<file path="config.mk">
export PLATFORM = sky130hd
export DESIGN_NAME = staircase_gate_ctrl
export DESIGN_NICKNAME = d
export VERILOG_FILES = /design/src/rtl/staircase_pkg.sv /design/src/rtl/staircase_ctrl.sv /design/src/rtl/staircase_dp.sv /design/src/rtl/staircase_gate_ctrl.sv
export SDC_FILE = /design/constraint.sdc
export NUM_CORES = 1
export LEC_CHECK = 0
export CORE_MARGIN = 4
export CORE_UTILIZATION = 35
export CTS_CLUSTER_SIZE = 40
export DETAILED_ROUTE_END_ITERATION = 10
export PLACE_DENSITY = 0.51
export SYNTH_ARGS = -nofsm -noshare
export SYNTH_HDL_FRONTEND = slang
export SYNTH_SLANG_ARGS = --single-unit
</file>
<file path="constraint.sdc">
create_clock -name clk -period 12 [get_ports clk]
set_input_delay 2.4 -clock clk [delete_from_list [all_inputs] [get_ports clk]]
set_output_delay 2.4 -clock clk [all_outputs]
set_load 0.1 [all_outputs]
</file>
<file path="src/rtl/staircase_pkg.sv">
package staircase_pkg;
  localparam int NUM_SW     = 14;
  localparam int NUM_STATES = 13;
  localparam int MAX_LEVEL  = 6;
  localparam int ZERO_STATE = 7;
  localparam int STATE_W    = 4;
  localparam int LEVEL_W    = 4;

  typedef struct packed {
    logic loadPend;      // latch target, blank changing gates
    logic commitPend;    // dead time over, apply latched state
    logic commitDirect;  // no dead time, apply target at once
    logic refresh;       // steady state, track the table
    logic holding;       // dead-time window active
  } ctlStrobes_t;

  function automatic int quarterSine(int idx, int qn, int scale);
    real ang;
    ang = 3.141592653589793 * (2.0 * $itor(idx) + 1.0) / (4.0 * $itor(qn));
    return $rtoi($itor(scale) * $sin(ang));
  endfunction
endpackage

</file>
<file path="src/rtl/staircase_ctrl.sv">
module staircase_ctrl
  import staircase_pkg::*;
#(
  parameter int DT_W = 8
) (
  input  logic            clk,
  input  logic            rst_n,
  input  logic            changeReq,
  input  logic [DT_W-1:0] deadTime,
  output ctlStrobes_t     strobes
);
  logic            holding;
  logic [DT_W-1:0] dtCnt;

  always_comb begin
    strobes = '0;
    strobes.holding = holding;
    if (holding) begin
      strobes.commitPend = (dtCnt == DT_W'(1));
    end else if (changeReq) begin
      strobes.commitDirect = (deadTime == '0);
      strobes.loadPend     = (deadTime != '0);
    end else begin
      strobes.refresh = 1'b1;
    end
  end

  always_ff @(posedge clk) begin
    if (!rst_n) begin
      holding <= 1'b0;
      dtCnt   <= '0;
    end else if (holding) begin
      if (dtCnt == DT_W'(1)) holding <= 1'b0;
      dtCnt <= dtCnt - DT_W'(1);
    end else if (changeReq && deadTime != '0) begin
      holding <= 1'b1;
      dtCnt   <= deadTime;
    end
  end

  // a zero dead time never opens a blanking window
  a_r9_no_hold_at_zero: assert property (@(posedge clk) disable iff (!rst_n)
    ($past(rst_n) && $past(deadTime) == '0 && !$past(holding)) |-> !holding);
  // the window count is never zero while blanking
  a_r8_count_live: assert property (@(posedge clk) disable iff (!rst_n)
    holding |-> dtCnt != '0);
endmodule

</file>
<file path="src/rtl/staircase_dp.sv">
module staircase_dp
  import staircase_pkg::*;
#(
  parameter int PHASE_W = 24,
  parameter int LUT_AW  = 6,
  parameter int SAMP_W  = 12,
  parameter int AMP_W   = 8
) (
  input  logic                      clk,
  input  logic                      rst_n,
  input  logic [PHASE_W-1:0]        phaseInc,
  input  logic [AMP_W-1:0]          amplitude,
  input  ctlStrobes_t               strobes,
  input  logic [STATE_W-1:0]        tblAddr,
  input  logic [NUM_SW-1:0]         tblWrData,
  input  logic                      tblWe,
  output logic [NUM_SW-1:0]         tblRdData,
  output logic [NUM_SW-1:0]         gates,
  output logic [STATE_W-1:0]        curState,
  output logic signed [LEVEL_W-1:0] level,
  output logic                      changeReq
);
  localparam int QN     = 1 << LUT_AW;
  localparam int MAG_W  = SAMP_W - 1;
  localparam int SHIFT  = MAG_W + AMP_W - 1;
  localparam int PROD_W = MAG_W + AMP_W + 5;

  logic [PHASE_W-1:0] phaseAcc;
  logic [MAG_W-1:0]   sineRom [QN];

  for (genvar g = 0; g < QN; g++) begin : g_rom
    assign sineRom[g] = MAG_W'(quarterSine(g, QN, 1 << MAG_W));
  end

  logic [1:0]        quad;
  logic [LUT_AW-1:0] romAddr, romIdx;
  logic [PROD_W-1:0] prod, rounded;
  logic [LEVEL_W-1:0] magLvl;
  logic signed [LEVEL_W-1:0] levelNext;

  always_comb begin
    quad    = phaseAcc[PHASE_W-1 -: 2];
    romAddr = phaseAcc[PHASE_W-3 -: LUT_AW];
    romIdx  = quad[0] ? ~romAddr : romAddr;
    prod    = PROD_W'(sineRom[romIdx]) * PROD_W'(amplitude) * PROD_W'(12);
    rounded = (prod + (PROD_W'(1) << SHIFT)) >> (SHIFT + 1);
    magLvl  = (rounded > PROD_W'(MAX_LEVEL)) ? LEVEL_W'(MAX_LEVEL) : LEVEL_W'(rounded);
    levelNext = quad[1] ? -$signed(magLvl) : $signed(magLvl);
  end

  logic [STATE_W-1:0] targetState, pendState;
  always_comb begin
    if (level > 0)      targetState = STATE_W'(level);
    else if (level < 0) targetState = STATE_W'(ZERO_STATE) + STATE_W'(-level);
    else                targetState = STATE_W'(ZERO_STATE);
  end
  assign changeReq = (targetState != curState);

  logic [NUM_SW-1:0] gateTbl [16];
  assign tblRdData = gateTbl[tblAddr];

  always_ff @(posedge clk) begin
    if (!rst_n) begin
      for (int i = 0; i < 16; i++) gateTbl[i] <= '0;
    end else if (tblWe && tblAddr >= STATE_W'(1) && tblAddr <= STATE_W'(NUM_STATES)) begin
      gateTbl[tblAddr] <= tblWrData;
    end
  end

  always_ff @(posedge clk) begin
    if (!rst_n) begin
      phaseAcc  <= '0;
      level     <= '0;
      curState  <= STATE_W'(ZERO_STATE);
      pendState <= STATE_W'(ZERO_STATE);
      gates     <= '0;
    end else begin
      phaseAcc <= phaseAcc + phaseInc;
      level    <= levelNext;
      if (strobes.commitDirect) begin
        curState <= targetState;
        gates    <= gateTbl[targetState];
      end else if (strobes.loadPend) begin
        pendState <= targetState;
        gates     <= gateTbl[curState] & gateTbl[targetState];
      end else if (strobes.commitPend) begin
        curState <= pendState;
        gates    <= gateTbl[pendState];
      end else if (strobes.refresh) begin
        gates <= gateTbl[curState];
      end
    end
  end

  a_r2_phase_step: assert property (@(posedge clk) disable iff (!rst_n)
    $past(rst_n) |-> phaseAcc == PHASE_W'($past(phaseAcc) + $past(phaseInc)));
  a_r4_level_bound: assert property (@(posedge clk) disable iff (!rst_n)
    (level >= -LEVEL_W'(MAX_LEVEL)) && (level <= LEVEL_W'(MAX_LEVEL)));
  a_r5_state_range: assert property (@(posedge clk) disable iff (!rst_n)
    curState >= STATE_W'(1) && curState <= STATE_W'(NUM_STATES));
  a_r7_state_quiet: assert property (@(posedge clk) disable iff (!rst_n)
    ($past(rst_n) && !$past(strobes.commitPend) && !$past(strobes.commitDirect))
      |-> $stable(curState));
  a_r8_hold_steady: assert property (@(posedge clk) disable iff (!rst_n)
    ($past(rst_n) && strobes.holding && $past(strobes.holding)) |-> $stable(gates));
endmodule

</file>
<file path="src/rtl/staircase_gate_ctrl.sv">
module staircase_gate_ctrl
  import staircase_pkg::*;
#(
  parameter int PHASE_W = 24,
  parameter int LUT_AW  = 6,
  parameter int SAMP_W  = 12,
  parameter int AMP_W   = 8,
  parameter int DT_W    = 8
) (
  input  logic                      clk,
  input  logic                      rst_n,
  input  logic [PHASE_W-1:0]        phaseInc,
  input  logic [AMP_W-1:0]          amplitude,
  input  logic [DT_W-1:0]           deadTime,
  input  logic [3:0]                tblAddr,
  input  logic [13:0]               tblWrData,
  input  logic                      tblWe,
  output logic [13:0]               tblRdData,
  output logic [13:0]               gateOut,
  output logic [3:0]                stateOut,
  output logic signed [3:0]         levelOut
);
  ctlStrobes_t strobes;
  logic        changeReq;

  staircase_ctrl #(.DT_W(DT_W)) i_ctrl (
    .clk(clk), .rst_n(rst_n), .changeReq(changeReq),
    .deadTime(deadTime), .strobes(strobes)
  );

  staircase_dp #(.PHASE_W(PHASE_W), .LUT_AW(LUT_AW), .SAMP_W(SAMP_W), .AMP_W(AMP_W)) i_dp (
    .clk(clk), .rst_n(rst_n), .phaseInc(phaseInc), .amplitude(amplitude),
    .strobes(strobes), .tblAddr(tblAddr), .tblWrData(tblWrData), .tblWe(tblWe),
    .tblRdData(tblRdData), .gates(gateOut), .curState(stateOut),
    .level(levelOut), .changeReq(changeReq)
  );
endmodule

</file>
==> impl_metrics.yaml <==
status:
  status: "finished clean"
route:
  drc: 0
  vias: 17100
  antenna_left: 0
  drt_pass1_iterations: 5
  wirelength_mm: 75.5
  wl_per_cell_um: 25.9
  drt_iter0_markers: 1666
  viasPerCell: 5.88
setup_path:
  crit_top_cell: "ha_1"
  r2r-start: "i_dp.phaseAcc[22]"
  rrSetupSlack_ns: 0.96
  slowest_delay_ns: 1.11
  crit_end: "i_dp.level[2]"
  worstPathArrival_ns: 11.51
  required_ns: 12.47
  cp-startpoint: "i_dp.phaseAcc[22]"
  criticalPathCategory: "reg2reg"
  reg2reg_depth: 35
  rr_endpoint: "i_dp.level[2]"
  critPathBufInv: 4
  critPathLaunchType: "flop"
  cp_max_fo: 30
  cp.depth: 35
  cp_slowest_cell: "dfxtp_1"
  end_kind: "flop"
  cp_top_family: "adder cells"
yosys:
  async_reset_ff_share_pct: 0
  synth_area_um2: 23400
  ys_seq_elements: 291
  synth_area_per_cell_um2: 12.0
  synth_edf_count: 224
  yosysTopAreaCell: "edfxtp_1"
  ys.flop_type: "edfxtp_1"
  seq_area_frac_synth_pct: 34.5
  synthTopCellsByCount: "mux4_2 (273), and2_1 (238), edfxtp_1 (224)"
  synth_area_leaders: "edfxtp_1 (29%), mux4_2 (26%), and2_1 (6.4%)"
  synth_warnings: 0
  synth.top_cell.area_share_pct: 28.8
  synthCells: 1942
  yosys.cell_count.top_type: "mux4_2"
  ys_types: 88
grt:
  grt_first_pass_wirelength_mm: 113
  grt_max_degree: 63
  antenna_found_initial: 3
  grt_overflow_total: 0
  grt_pass1_vias: 17600
  track_usage_pct: 21.2
final_layout:
  design_area_um2: 26700
  layout-drive-gt1-share_pct: 21.1
  layout.area.seq_um2: 8080
  multi_input_area_um2: 14600
  fill_cells: 6144
  syn_to_final_growth_pct: 14.0
  layout.nets: 2227
  stdcell_count: 2912
die:
  die_x_um: 266
  pin_count: 97
  start_util_pct: 35.4
  die-area_um2: 71000
  dieHeight_um: 266
  rows: 94
  core_um2: 66000
timing:
  tightest_slew_ns: 1.44
  slew_violations: 0
  min_period_ns: 11.04
  setup-violations-final: 0
  rsz0062_at_grt: "no"
  hold_viol_final: 0
  maxSlewHeadroom_pct: 3.57
  finalCritPeriodShare_pct: 92.0
  tns_ns: 0
  max_freq_ghz: 0.0906
  skew_ns: 0.0305
job:
  maxCapViolations: 0
clock_network:
  tritoncts: "built"
  postCtsSetupRepairBufs: 0
  postCtsHoldBufs: 0
  cts.sinks: 291
  clk_latency_ns: 0.57
  ctsResizeCount: 0
  ctsLongestPathBuffers: 3
  cts.reportedPaths.clkPinSlew_ns: 0.06
  htreeDepth: 2
  numCtsBuffers: 36
  root_buffer: "clkbuf_16"
placement:
  place_hpwl_mm: 48.3
  placed_cell_area_um2: 25500
  gp_congestion: 0.903
  io_buffers: 96
  dpl.cell_count: 2847
worst_hold_path:
  hold_path_class: "reg2reg"
-- cells by family after synthesis --
family / share of synthesized area, %
and+or+nand+nor: 14.2
AOI/OAI and AO/OA: 9.05
DFF: 34.5
muxes: 26.8
buffers and inverters: 4.16
adders and majority gates: 9.52
xor gates and xnor gates: 1.79
other: 0.0160
-- how the worst min path moves through the flow --
stage | slack, ns | depth (start not counted) | startpoint | to
3_5_place_dp | 0.46 | 2 | i_dp.pendState[3] | flop
6_report | 0.48 | 2 | i_dp.pendState[3] | flop
3_3_place_gp | 0.47 | 2 | i_dp.pendState[3] | flop
4_1_cts | 0.48 | 2 | i_dp.pendState[3] | flop
5_1_grt | 0.51 | 2 | i_ctrl.dtCnt[7] | i_ctrl.dtCnt[7]
2_1_floorplan | 0.45 | 2 | i_dp.pendState[3] | flop
-- placed cells by master, fill, tap and decap left out, types with 16 or more instances in the layout --
| cell | Yosys | final |
|---|---|---|
| ha_1 | 90 | 90 |
| nand2_1 | 91 | 89 |
| mux4_2 | 273 | 273 |
| nand2b_1 | 23 | 22 |
| nor2b_1 | 33 | 33 |
| a21oi_1 | 82 | 82 |
| nor2_1 | 117 | 113 |
| buf_4 | 0 | 48 |
| clkdlybuf4s50_1 | 0 | 92 |
| o211ai_1 | 16 | 16 |
| clkbuf_16 | 0 | 36 |
| and2_1 | 238 | 238 |
| conb_1 | 1 | 42 |
| inv_1 | 112 | 111 |
| o21ai_0 | 45 | 39 |
| edfxtp_1 | 224 | 224 |
| nor3_1 | 35 | 32 |
| a211oi_1 | 25 | 25 |
| fa_1 | 55 | 55 |
| dfxtp_1 | 67 | 60 |
| xnor2_1 | 31 | 30 |
-- routing by layer --
| layer | vias up | wire [um] | GRT usage [%] |
|---|---|---|---|
| li1 | 7547 | - | - |
| met1 | 8716 | 30500 | 27.8 |
| met2 | 721 | 36800 | 35.8 |
| met3 | 127 | 6210 | 4.91 |
| met4 | 2 | 2020 | 5.55 |
| met5 | - | 16 | 0 |
-- worst reg2reg max path: cells and delay by family, from the launching register on --
| kind | cells | cell delay [ns] |
|---|---|---|
| fa+ha+maj | 9 | 3.68 |
| simple gates | 8 | 1.51 |
| xor+xnor | 2 | 0.83 |
| flops | 1 | 1.11 |
| mux | 1 | 0.12 |
| buf+inv | 4 | 0.24 |
| compound gates | 11 | 3.47 |
-- through the flow --
step	util [%]	worst slack, ns	hold WS (ns)
4_1_cts	40.4	0.833	0.480
6_report	40.4	0.958	0.476
2_1_floorplan	-	2.46	0.450
5_1_grt	40.4	0.106	0.509
3_5_place_dp	38.6	0.939	0.462
3_3_place_gp	38.6	1.20	0.466
-- state kept, by name, indices dropped and copies added, names as in the netlist, named ones only --
signal / flops
i_dp.pendState: 4
i_dp.level: 4
i_dp.phaseAcc: 24
i_dp.curState: 4
i_dp.gateTbl: 224
i_dp.gates: 14
i_ctrl.dtCnt: 8
i_ctrl.holding: 1
-- layout make-up --
type                    count  area share [%]
clock inverters            21           0.746
multi-input cells        1436            54.8
flip-flops and latches    291            30.3
well taps                 864            4.05
diodes                      1         0.00938
clock buffers              43            3.63
repair buffers            143            4.86
inverters                 113            1.59
Power is left out: the tool's default activity adds up to more than one toggle a clock period on the data nets, which glitch-free logic cannot reach.
